File: config.mk
export PLATFORM = sky130hd
export DESIGN_NAME = adc_scan_seq
export DESIGN_NICKNAME = d
export VERILOG_FILES = /design/src/rtl/adc_scan_pkg.sv /design/src/rtl/adc_spi_frame.sv /design/src/rtl/adc_scan_ctrl.sv /design/src/rtl/adc_resp_unpack.sv /design/src/rtl/adc_scan_seq.sv
export SDC_FILE = /design/constraint.sdc
export NUM_CORES = 1
export LEC_CHECK = 0
export BUFFER_PORTS_ARGS = -buffer_cell sky130_fd_sc_hd__buf_4
export CAP_MARGIN = 30
export CORE_UTILIZATION = 50
export DETAILED_ROUTE_END_ITERATION = 10
export GPL_TIMING_DRIVEN = 0
export MAX_ROUTING_LAYER = met4
export PLACE_DENSITY = 0.79
export SLEW_MARGIN = 5
export SYNTH_ARGS = -nofsm -noshare
export SYNTH_HDL_FRONTEND = slang
export SYNTH_SLANG_ARGS = --single-unit
File: constraint.sdc
create_clock -name clk_i -period 2.75 [get_ports clk_i]
set_clock_uncertainty 0.05 [all_clocks]
set_input_delay 0.275 -clock clk_i [delete_from_list [all_inputs] [get_ports clk_i]]
set_output_delay 0.275 -clock clk_i [all_outputs]
set_load 0.05 [all_outputs]
File: src/rtl/adc_scan_pkg.sv
package adc_scan_pkg;
  localparam int FRAME_W = 16;
  localparam int TAG_W   = 4;
  localparam int DATA_MSB = 11;

  typedef enum logic [1:0] {F_IDLE, F_SHIFT, F_GAP} frame_st_e;
  typedef enum logic {C_IDLE, C_RUN} ctrl_st_e;

  typedef struct packed {
    logic             vld;
    logic [TAG_W-1:0] ch;
  } tag_t;

  function automatic logic [FRAME_W-1:0] build_cmd(logic [TAG_W-1:0] ch, logic rng);
    build_cmd = {3'b000, 1'b1, 1'b1, ch, rng, 6'b000000};
  endfunction
endpackage

File: src/rtl/adc_spi_frame.sv
module adc_spi_frame
  import adc_scan_pkg::*;
#(
  parameter int CLK_DIV = 2,
  parameter int CS_GAP  = 2
) (
  input  logic               clk_i,
  input  logic               rst_ni,
  input  logic               start_i,
  input  logic [FRAME_W-1:0] tx_word_i,
  output logic               idle_o,
  output logic               done_o,
  output logic [FRAME_W-1:0] rx_word_o,
  output logic               sclk_o,
  output logic               cs_no,
  output logic               mosi_o,
  input  logic               miso_i
);
  localparam int DIV_W = (CLK_DIV > 1) ? $clog2(CLK_DIV) : 1;
  localparam int GAP_W = (CS_GAP > 1) ? $clog2(CS_GAP) : 1;
  localparam int BIT_W = $clog2(FRAME_W);

  frame_st_e          st_q;
  logic [DIV_W-1:0]   div_q;
  logic [GAP_W-1:0]   gap_q;
  logic [BIT_W-1:0]   bit_q;
  logic [FRAME_W-1:0] tx_q, rx_q;

  assign idle_o    = (st_q == F_IDLE);
  assign mosi_o    = tx_q[FRAME_W-1];
  assign rx_word_o = rx_q;

  always_ff @(posedge clk_i or negedge rst_ni) begin
    if (!rst_ni) begin
      st_q   <= F_IDLE;
      div_q  <= '0;
      gap_q  <= '0;
      bit_q  <= '0;
      tx_q   <= '0;
      rx_q   <= '0;
      sclk_o <= 1'b0;
      cs_no  <= 1'b1;
      done_o <= 1'b0;
    end else begin
      done_o <= 1'b0;
      unique case (st_q)
        F_IDLE: if (start_i) begin
          tx_q  <= tx_word_i;
          cs_no <= 1'b0;
          div_q <= '0;
          bit_q <= '0;
          st_q  <= F_SHIFT;
        end
        F_SHIFT: begin
          if (div_q == DIV_W'(CLK_DIV - 1)) begin
            div_q <= '0;
            if (!sclk_o) begin
              sclk_o <= 1'b1;
              rx_q   <= {rx_q[FRAME_W-2:0], miso_i};
            end else begin
              sclk_o <= 1'b0;
              tx_q   <= {tx_q[FRAME_W-2:0], 1'b0};
              if (bit_q == BIT_W'(FRAME_W - 1)) begin
                cs_no <= 1'b1;
                gap_q <= '0;
                st_q  <= F_GAP;
              end else begin
                bit_q <= bit_q + 1'b1;
              end
            end
          end else begin
            div_q <= div_q + 1'b1;
          end
        end
        F_GAP: begin
          if (gap_q == GAP_W'(CS_GAP - 1)) begin
            st_q   <= F_IDLE;
            done_o <= 1'b1;
          end else begin
            gap_q <= gap_q + 1'b1;
          end
        end
        default: st_q <= F_IDLE;
      endcase
    end
  end
endmodule

File: src/rtl/adc_scan_ctrl.sv
module adc_scan_ctrl
  import adc_scan_pkg::*;
#(
  parameter int NUM_CH = 16,
  parameter int CH_W   = 4
) (
  input  logic               clk_i,
  input  logic               rst_ni,
  input  logic               trig_i,
  input  logic               direct_i,
  input  logic [CH_W-1:0]    direct_ch_i,
  input  logic [NUM_CH-1:0]  ch_mask_i,
  input  logic               range_hi_i,
  input  logic               eng_idle_i,
  input  logic               eng_done_i,
  input  logic               hold_i,
  output logic               start_o,
  output logic [FRAME_W-1:0] tx_word_o,
  output logic               cap_o,
  output logic [TAG_W-1:0]   cap_ch_o,
  output logic               busy_o
);
  ctrl_st_e           st_q;
  logic [NUM_CH-1:0]  pend_q, pend_load;
  logic [1:0]         flush_q;
  logic               inflight_q, range_q;
  logic [FRAME_W-1:0] cmd_q, next_cmd;
  tag_t [2:0]         tag_q;
  logic [CH_W-1:0]    sel;
  logic               sel_vld, dch_ok, accept, free;

  generate
    if (NUM_CH == (1 << CH_W)) begin : g_full_span
      assign dch_ok = 1'b1;
    end else begin : g_part_span
      assign dch_ok = ({1'b0, direct_ch_i} < (CH_W+1)'(NUM_CH));
    end
  endgenerate

  assign pend_load = direct_i ? (dch_ok ? (NUM_CH'(1) << direct_ch_i) : '0) : ch_mask_i;
  assign accept    = (st_q == C_IDLE) && trig_i && (|pend_load);

  // lowest pending channel goes first
  always_comb begin
    sel = '0;
    for (int i = NUM_CH - 1; i >= 0; i--) begin
      if (pend_q[i]) sel = CH_W'(i);
    end
  end
  assign sel_vld  = |pend_q;
  assign next_cmd = build_cmd(TAG_W'(sel), range_q);

  assign free      = (st_q == C_RUN) && !inflight_q && eng_idle_i && !hold_i;
  assign start_o   = free && (sel_vld || (flush_q != 2'd0));
  assign tx_word_o = sel_vld ? next_cmd : cmd_q;
  assign cap_o     = eng_done_i && tag_q[2].vld;
  assign cap_ch_o  = tag_q[2].ch;
  assign busy_o    = (st_q == C_RUN);

  always_ff @(posedge clk_i or negedge rst_ni) begin
    if (!rst_ni) begin
      st_q       <= C_IDLE;
      pend_q     <= '0;
      flush_q    <= '0;
      inflight_q <= 1'b0;
      range_q    <= 1'b0;
      cmd_q      <= '0;
      tag_q      <= '0;
    end else begin
      if (accept) begin
        st_q    <= C_RUN;
        pend_q  <= pend_load;
        flush_q <= 2'd2;
        range_q <= range_hi_i;
        tag_q   <= '0;
      end else if (start_o) begin
        inflight_q <= 1'b1;
        tag_q[2]   <= tag_q[1];
        tag_q[1]   <= tag_q[0];
        if (sel_vld) begin
          pend_q[sel] <= 1'b0;
          cmd_q       <= next_cmd;
          tag_q[0]    <= '{vld: 1'b1, ch: TAG_W'(sel)};
        end else begin
          flush_q  <= flush_q - 2'd1;
          tag_q[0] <= '0;
        end
      end else if (free) begin
        st_q <= C_IDLE;
      end
      if (eng_done_i) inflight_q <= 1'b0;
    end
  end
endmodule

File: src/rtl/adc_resp_unpack.sv
module adc_resp_unpack
  import adc_scan_pkg::*;
#(
  parameter int RES_BITS = 12,
  parameter int CH_W     = 4
) (
  input  logic                clk_i,
  input  logic                rst_ni,
  input  logic                cap_i,
  input  logic [TAG_W-1:0]    cap_ch_i,
  input  logic [FRAME_W-1:0]  rx_word_i,
  input  logic                res_ready_i,
  output logic                res_valid_o,
  output logic [CH_W-1:0]     res_ch_o,
  output logic [RES_BITS-1:0] res_data_o,
  output logic                res_err_o
);
  localparam int LSB = DATA_MSB + 1 - RES_BITS;

  generate
    if (LSB > 0) begin : g_drop_lsb
      logic unused_lsb;
      assign unused_lsb = ^rx_word_i[LSB-1:0];
    end
  endgenerate

  always_ff @(posedge clk_i or negedge rst_ni) begin
    if (!rst_ni) begin
      res_valid_o <= 1'b0;
      res_ch_o    <= '0;
      res_data_o  <= '0;
      res_err_o   <= 1'b0;
    end else if (cap_i) begin
      res_valid_o <= 1'b1;
      res_ch_o    <= cap_ch_i[CH_W-1:0];
      res_data_o  <= rx_word_i[DATA_MSB:LSB];
      res_err_o   <= (rx_word_i[FRAME_W-1 -: TAG_W] != cap_ch_i);
    end else if (res_ready_i) begin
      res_valid_o <= 1'b0;
    end
  end
endmodule

File: src/rtl/adc_scan_seq.sv
module adc_scan_seq
  import adc_scan_pkg::*;
#(
  parameter int NUM_CH   = 16,
  parameter int RES_BITS = 12,
  parameter int CLK_DIV  = 2,
  parameter int CS_GAP   = 2,
  localparam int CH_W    = $clog2(NUM_CH)
) (
  input  logic                clk_i,
  input  logic                rst_ni,
  input  logic                trig_i,
  input  logic                direct_i,
  input  logic [CH_W-1:0]     direct_ch_i,
  input  logic [NUM_CH-1:0]   ch_mask_i,
  input  logic                range_hi_i,
  output logic                busy_o,
  output logic                sclk_o,
  output logic                cs_no,
  output logic                mosi_o,
  input  logic                miso_i,
  output logic                res_valid_o,
  input  logic                res_ready_i,
  output logic [CH_W-1:0]     res_ch_o,
  output logic [RES_BITS-1:0] res_data_o,
  output logic                res_err_o
);
  logic               start, eng_idle, eng_done, cap;
  logic [FRAME_W-1:0] tx_word, rx_word;
  logic [TAG_W-1:0]   cap_ch;

  adc_scan_ctrl #(.NUM_CH(NUM_CH), .CH_W(CH_W)) i_ctrl (
    .clk_i, .rst_ni, .trig_i, .direct_i, .direct_ch_i, .ch_mask_i, .range_hi_i,
    .eng_idle_i (eng_idle),
    .eng_done_i (eng_done),
    .hold_i     (res_valid_o),
    .start_o    (start),
    .tx_word_o  (tx_word),
    .cap_o      (cap),
    .cap_ch_o   (cap_ch),
    .busy_o
  );

  adc_spi_frame #(.CLK_DIV(CLK_DIV), .CS_GAP(CS_GAP)) i_frame (
    .clk_i, .rst_ni,
    .start_i   (start),
    .tx_word_i (tx_word),
    .idle_o    (eng_idle),
    .done_o    (eng_done),
    .rx_word_o (rx_word),
    .sclk_o, .cs_no, .mosi_o, .miso_i
  );

  adc_resp_unpack #(.RES_BITS(RES_BITS), .CH_W(CH_W)) i_unpack (
    .clk_i, .rst_ni,
    .cap_i     (cap),
    .cap_ch_i  (cap_ch),
    .rx_word_i (rx_word),
    .res_ready_i, .res_valid_o, .res_ch_o, .res_data_o, .res_err_o
  );
endmodule

Yosys cells after proc, flatten, opt, wreduce, memory -nomap -nowiden
Index checks and enable logic that the tools add are counted.

Bits in registers: 113. Input bits: 27. Output and inout bits: 22. Logic and storage cells: 152.

Add/sub/neg operators: 4. $lt $le $gt $ge: 2. Eq/ne operators: 13. Shifts and indexed selects: 1. Multiplexer cells: 67. Bitwise gates (word level): 5. Reduce and logical (&&, ||, !) cells: 35.

Operator list (count): $mux W16 (8); $mux W4 (20); $pmux W16 S2 (1); $reduce_or A16 Y1 (2); $mux W15 (2); $mux W1 (21); $and A16 B16 Y16 (1); $mux W2 (8); $not A16 Y16 (1); $reduce_bool A2 Y1 (8); $shl A1 B4 Y16 const A (1); $reduce_and A5 Y1 (3); $reduce_and A2 Y1 (7); $ne A2 B1 Y1 const B (5); $logic_and A1 B1 Y1 (8); $ne A2 B2 Y1 const B (4); $pmux W4 S2 (1); $reduce_and A4 Y1 (2); $pmux W1 S2 (3); $pmux W2 S3 (1); $lt A4 B5 Y1 const B (1); $mux W5 (1); $add A4 B1 Y4 const B (1); $demux W1 S4 (1); 12 further kinds (16).

Longest topological paths before layout
Depth in word-level cells: 25. Mapped depth: 9. Mapped depth without buffers: 7.

Cells and area by module
From an unflattened synthesis, not the netlist that was laid out.

Cell total of the unflattened synthesis: 528. Area, all modules: 5424.0 um^2.

Modules (own cells, without submodules): adc_scan_ctrl (instances 1, cells an instance 306, area each 2758.9 um^2, sequential area each 1301.2 um^2); adc_spi_frame (instances 1, cells an instance 177, area each 1914.3 um^2, sequential area each 1077.3 um^2); adc_resp_unpack (instances 1, cells an instance 45, area each 750.7 um^2, sequential area each 450.4 um^2).

Least setup slack after synthesis
OpenSTA, ideal clock, no wires.

Path type: flip-flop to flip-flop. Start: register i_ctrl.st_q (netlist: i_ctrl.busy_o). End: register i_ctrl.flush_q[0]. Setup time: 125 ps. Arrival: 2146 ps. Data required time: 2575 ps. Setup slack: 429 ps. Stages on the path, launching flop included: 7. Path buffers: 0. Clock period less this slack: 2321 ps. Cell sequence: dfrtp_1 -> nand2_1 -> nor4_1 -> nand2_4 -> nor2_1 -> nor2_1 -> mux2_2.

Cells in the longest elaborated chain, start to end: 6. Elaborated cells on any way between the ends: 11. Classes of those cells: eq/ne (1); mux (1); bitwise (1); reduce/logical (8).

RTL lines: start: declaration (line adc_scan_ctrl.sv:23) `ctrl_st_e st_q;`; start signal: assignment (line adc_scan_ctrl.sv:62) `st_q <= C_IDLE;`; start signal: assignment (line adc_scan_ctrl.sv:71) `st_q <= C_RUN;`; start signal: assignment (line adc_scan_ctrl.sv:89) `st_q <= C_IDLE;`; $logic_and A1 B1 Y1 (3 in series) (line adc_scan_ctrl.sv:53) `assign free = (st_q == C_RUN) && !inflight_q && eng_idle_i && !hold_i;`; $logic_and A1 B1 Y1 (line adc_scan_ctrl.sv:54) `assign start_o = free && (sel_vld || (flush_q != 2'd0));`; $reduce_bool A2 Y1 (no source line); $reduce_and A2 Y1 (no source line); end signal: assignment (line adc_scan_ctrl.sv:85) `flush_q <= flush_q - 2'd1;`; end: declaration (line adc_scan_ctrl.sv:25) `logic [1:0] flush_q;`.

Several ways; a longest one is shown, not always the timed one. A chain may end at the register's enable or synchronous reset.

Final worst setup path
Start: register i_ctrl.pend_q[13]. End: register i_ctrl.tag_q[6] in the netlist's numbering.

Cells in the longest elaborated chain, start to end: 4.

RTL lines: start: declaration (line adc_scan_ctrl.sv:24) `logic [NUM_CH-1:0] pend_q, pend_load;`; start signal: assignment (line adc_scan_ctrl.sv:72) `pend_q <= pend_load;`; $reduce_or A16 Y1 (line adc_scan_ctrl.sv:50) `assign sel_vld = |pend_q;`; $logic_or A1 B1 Y1 (line adc_scan_ctrl.sv:54); $logic_and A1 B1 Y1 (line adc_scan_ctrl.sv:54); $reduce_bool A2 Y1 (no source line); end: declaration (line adc_scan_ctrl.sv:28) `tag_t [2:0] tag_q;`.

Every way passes these cells.

==> metrics <==
P&R area growth vs syn 22.9%; LEAKAGE 2.95 nW; Clk pwr share 32.3%; GRT Total Usage 24.5%; WP data required 3.07 ns; Die Width 104 um; CTS buffer count 17; first-pass GRT wire length 20.4 mm; Synth cell types 49; Least-Margin Pin Slew 0.966 ns; final cycle utilization of the critical path 93.9%; setup violators final 0; Fin. Hold Viols 0; Post-CTS Setup Repair Bufs 0; initial antenna violation count 0; diode count 0; P per Cell Area 1040 mW/mm^2; Switching Power 2.30 mW; #FFs+latches synth 113; DRC viols 0; hold endpoint i_ctrl.pend_q[10]; Clock Root Buffer clkbuf_8; vias 4217; # clock sinks 113; commonest non-fill, non-tap cell in the layout dfrtp_1; RR Startpoint i_ctrl.pend_q[13]; Net Count, Synth 541; syn_area_per_cell 10.1 um^2; Die H 104 um; per-cell routed wire length 16.4 um; Die Area 0.0108 mm^2; Max Buffers Root-to-Sink 2; ratio of cells with drive above 1 in the final layout 22.9%; CORE AREA 0.00991 mm^2; Slew Limit Fails 0; initial DRC count 415; reg2reg setup slack 0.17 ns; highest-count cells in the layout ignoring fill and taps dfrtp_1, o21ai_0, nand2_1; GRT overflow 0; EDFF count, synth 0; Worst setup EP type flip-flop; Async SR Flop Fraction 100%; Switching Share 34.7%; class of the most critical hold timing path input pin to flip-flop; Post-Layout Cell Count 731; reg2reg end i_ctrl.tag_q[6]; critical path class flip-flop to flip-flop; cell mode on critical path buf_2; maximum vdd drop 0.430 mV; vias in the first global route 4264; total of warnings raised by yosys 0; # port buffers 48; Worst Reg-to-Reg Cells 8; cell taking the most area after synthesis dfrtp_1; Slowest Stage Delay on Critical Path 0.53 ns; Fin Setup TNS 0 ns; post-route ant nets 0; Worst path slowest cell or4_1; critical-path maximum fanout 10; RSZ-0062 raised after global routing false; Crit path arrival time 2.90 ns; Initial Util 52.4%; post-synth top area share 53.9%; Peak Freq 387 MHz; sequential share of power 39.1%; cell area after synthesis 0.00519 mm^2; Std-Cell Rows 36; Clock Pin Slew Worst Setup and Hold Paths 0.06 ns; CTS tree yes; HPWL Detailed 7.64 mm; top cells by area, synth dfrtp_1, mux2_2, o21ai_0; drt total wl 12.0 mm; IO Pins 49; combinational power share 28.6%; hold wc startpoint ch_mask_i[10]; critical-path cell list or4_1, clkbuf_1, nor4_4, a21oi_1, buf_2, buf_2, nand2_1, o21ai_0; Clk Latency, worst-skew pair 0.52 ns; drt pass-1 iters 5; gp weighted congestion 0.946; worst rel slew slack 35.0%; Avg Vias per Cell 5.77; max_cap viols 0; min Tclk post-route 2.58 ns; dominant synthesized flop cell dfrtp_1; H-tree Lvls 4; Hold Path Stages 4; Worst setup SP type flip-flop; Int Pwr 4.33 mW; status finished, final reports clean; largest net degree at the start of global routing 114; sequential area share after synthesis 54.5%; placed cell count 694; Mapped Cells 512; fin nets 614
per-layer routing:
layer	part of all wire, %	track usage (%)
met3	5.3	5.58
met1	43	29.7
met5	0	-
met2	50	40.0
met4	2.5	9.80
state kept, by name, indices dropped and copies added (netlist names), 2 cells and up:
register	flops
i_ctrl.cmd_q	16
i_ctrl.pend_q	16
i_frame.rx_word_o	16
i_frame.tx_q	16
i_unpack.res_data_o	12
i_ctrl.tag_q	11
i_ctrl.cap_ch_o	4
i_frame.bit_q	4
i_unpack.res_ch_o	4
i_ctrl.flush_q	2
i_frame.st_q	2
worst max-delay path by stage:
stage / start / end / slack (ns) / cells past startpoint
after floorplan: i_ctrl.busy_o / i_ctrl.flush_q[0] / 0.43 / 6
after global placement: i_frame.st_q[1] / i_ctrl.cmd_q[5] / 0.06 / 6
after detailed placement: i_ctrl.pend_q[7] / i_ctrl.cmd_q[3] / 0.16 / 6
after CTS: i_ctrl.pend_q[11] / i_ctrl.tag_q[6] / 0.15 / 8
after global routing: i_ctrl.pend_q[13] / i_ctrl.tag_q[6] / 0.03 / 8
final: i_ctrl.pend_q[13] / i_ctrl.tag_q[6] / 0.17 / 8
area by class of cell:
type	instances	area, um^2
clock inverters	12	133
inverters	10	37.5
clock buffers	20	455
fillers	775	3520
well taps	133	166
flip-flops and latches	113	2830
plain buffers	22	108
multi-input cells	367	2220
repair buffers	54	435
metrics by stage:
step           utilization, %  cell area [um^2]  setup WS, ns  power [mW]  hold slack, ns
2_1_floorplan               -              5190         0.429        3.88         -0.0706
3_3_place_gp             57.7              5720        0.0578        4.31           0.365
3_5_place_dp             57.8              5730         0.158        4.42           0.377
4_1_cts                  64.2              6360         0.147        6.62          0.0772
5_1_grt                  64.4              6390        0.0251        7.00           0.130
6_report                 64.4              6390         0.167        6.62          0.0853
worst max-delay path: cells and delay by family, from the launching register on:
family,cells,cell delay [ns]
simple gates,3,1.06
buf+inv,3,0.66
flops,1,0.41
compound gates,2,0.26
synthesized netlist by cell type, drive strengths merged, types with 6 or more instances:
cell    instances
dfrtp         112
o21ai          67
nand2          62
nor2           45
mux2           38
nor2b          23
clkbuf         15
nand3          15
a21oi          14
and3           14
a31oi          13
and2           11
inv            10
buf             7
nand2b          7
nor4            7
xor2            6
timing repair:
item	CTS	global route
resized for setup	0	2
setup endpoints to repair	0	11
hold endpoints to repair	115	0
hold buffers	4	0
cells by family after synthesis:
| kind of cell | after synthesis | synth area share [%] |
|---|---|---|
| AOI/OAI and AO/OA | 117 | 12.9 |
| muxes | 40 | 8.84 |
| adders and majority gates | 2 | 0.482 |
| xor gates and xnor gates | 7 | 1.18 |
| DFF | 113 | 54.5 |
| and+or+nand+nor | 201 | 19.4 |
| buffers and inverters | 32 | 2.77 |
power by group through the flow:
| stage | Sequential (mW) | Clock (mW) | Combinational [mW] |
|---|---|---|---|
| 2_1_floorplan | 2.52 | 0 | 1.36 |
| 3_3_place_gp | 2.54 | 0 | 1.77 |
| 3_5_place_dp | 2.57 | 0 | 1.84 |
| 4_1_cts | 2.58 | 2.16 | 1.89 |
| 5_1_grt | 2.65 | 2.24 | 2.11 |
| 6_report | 2.59 | 2.14 | 1.90 |
Power figures use the tool's default switching activity.
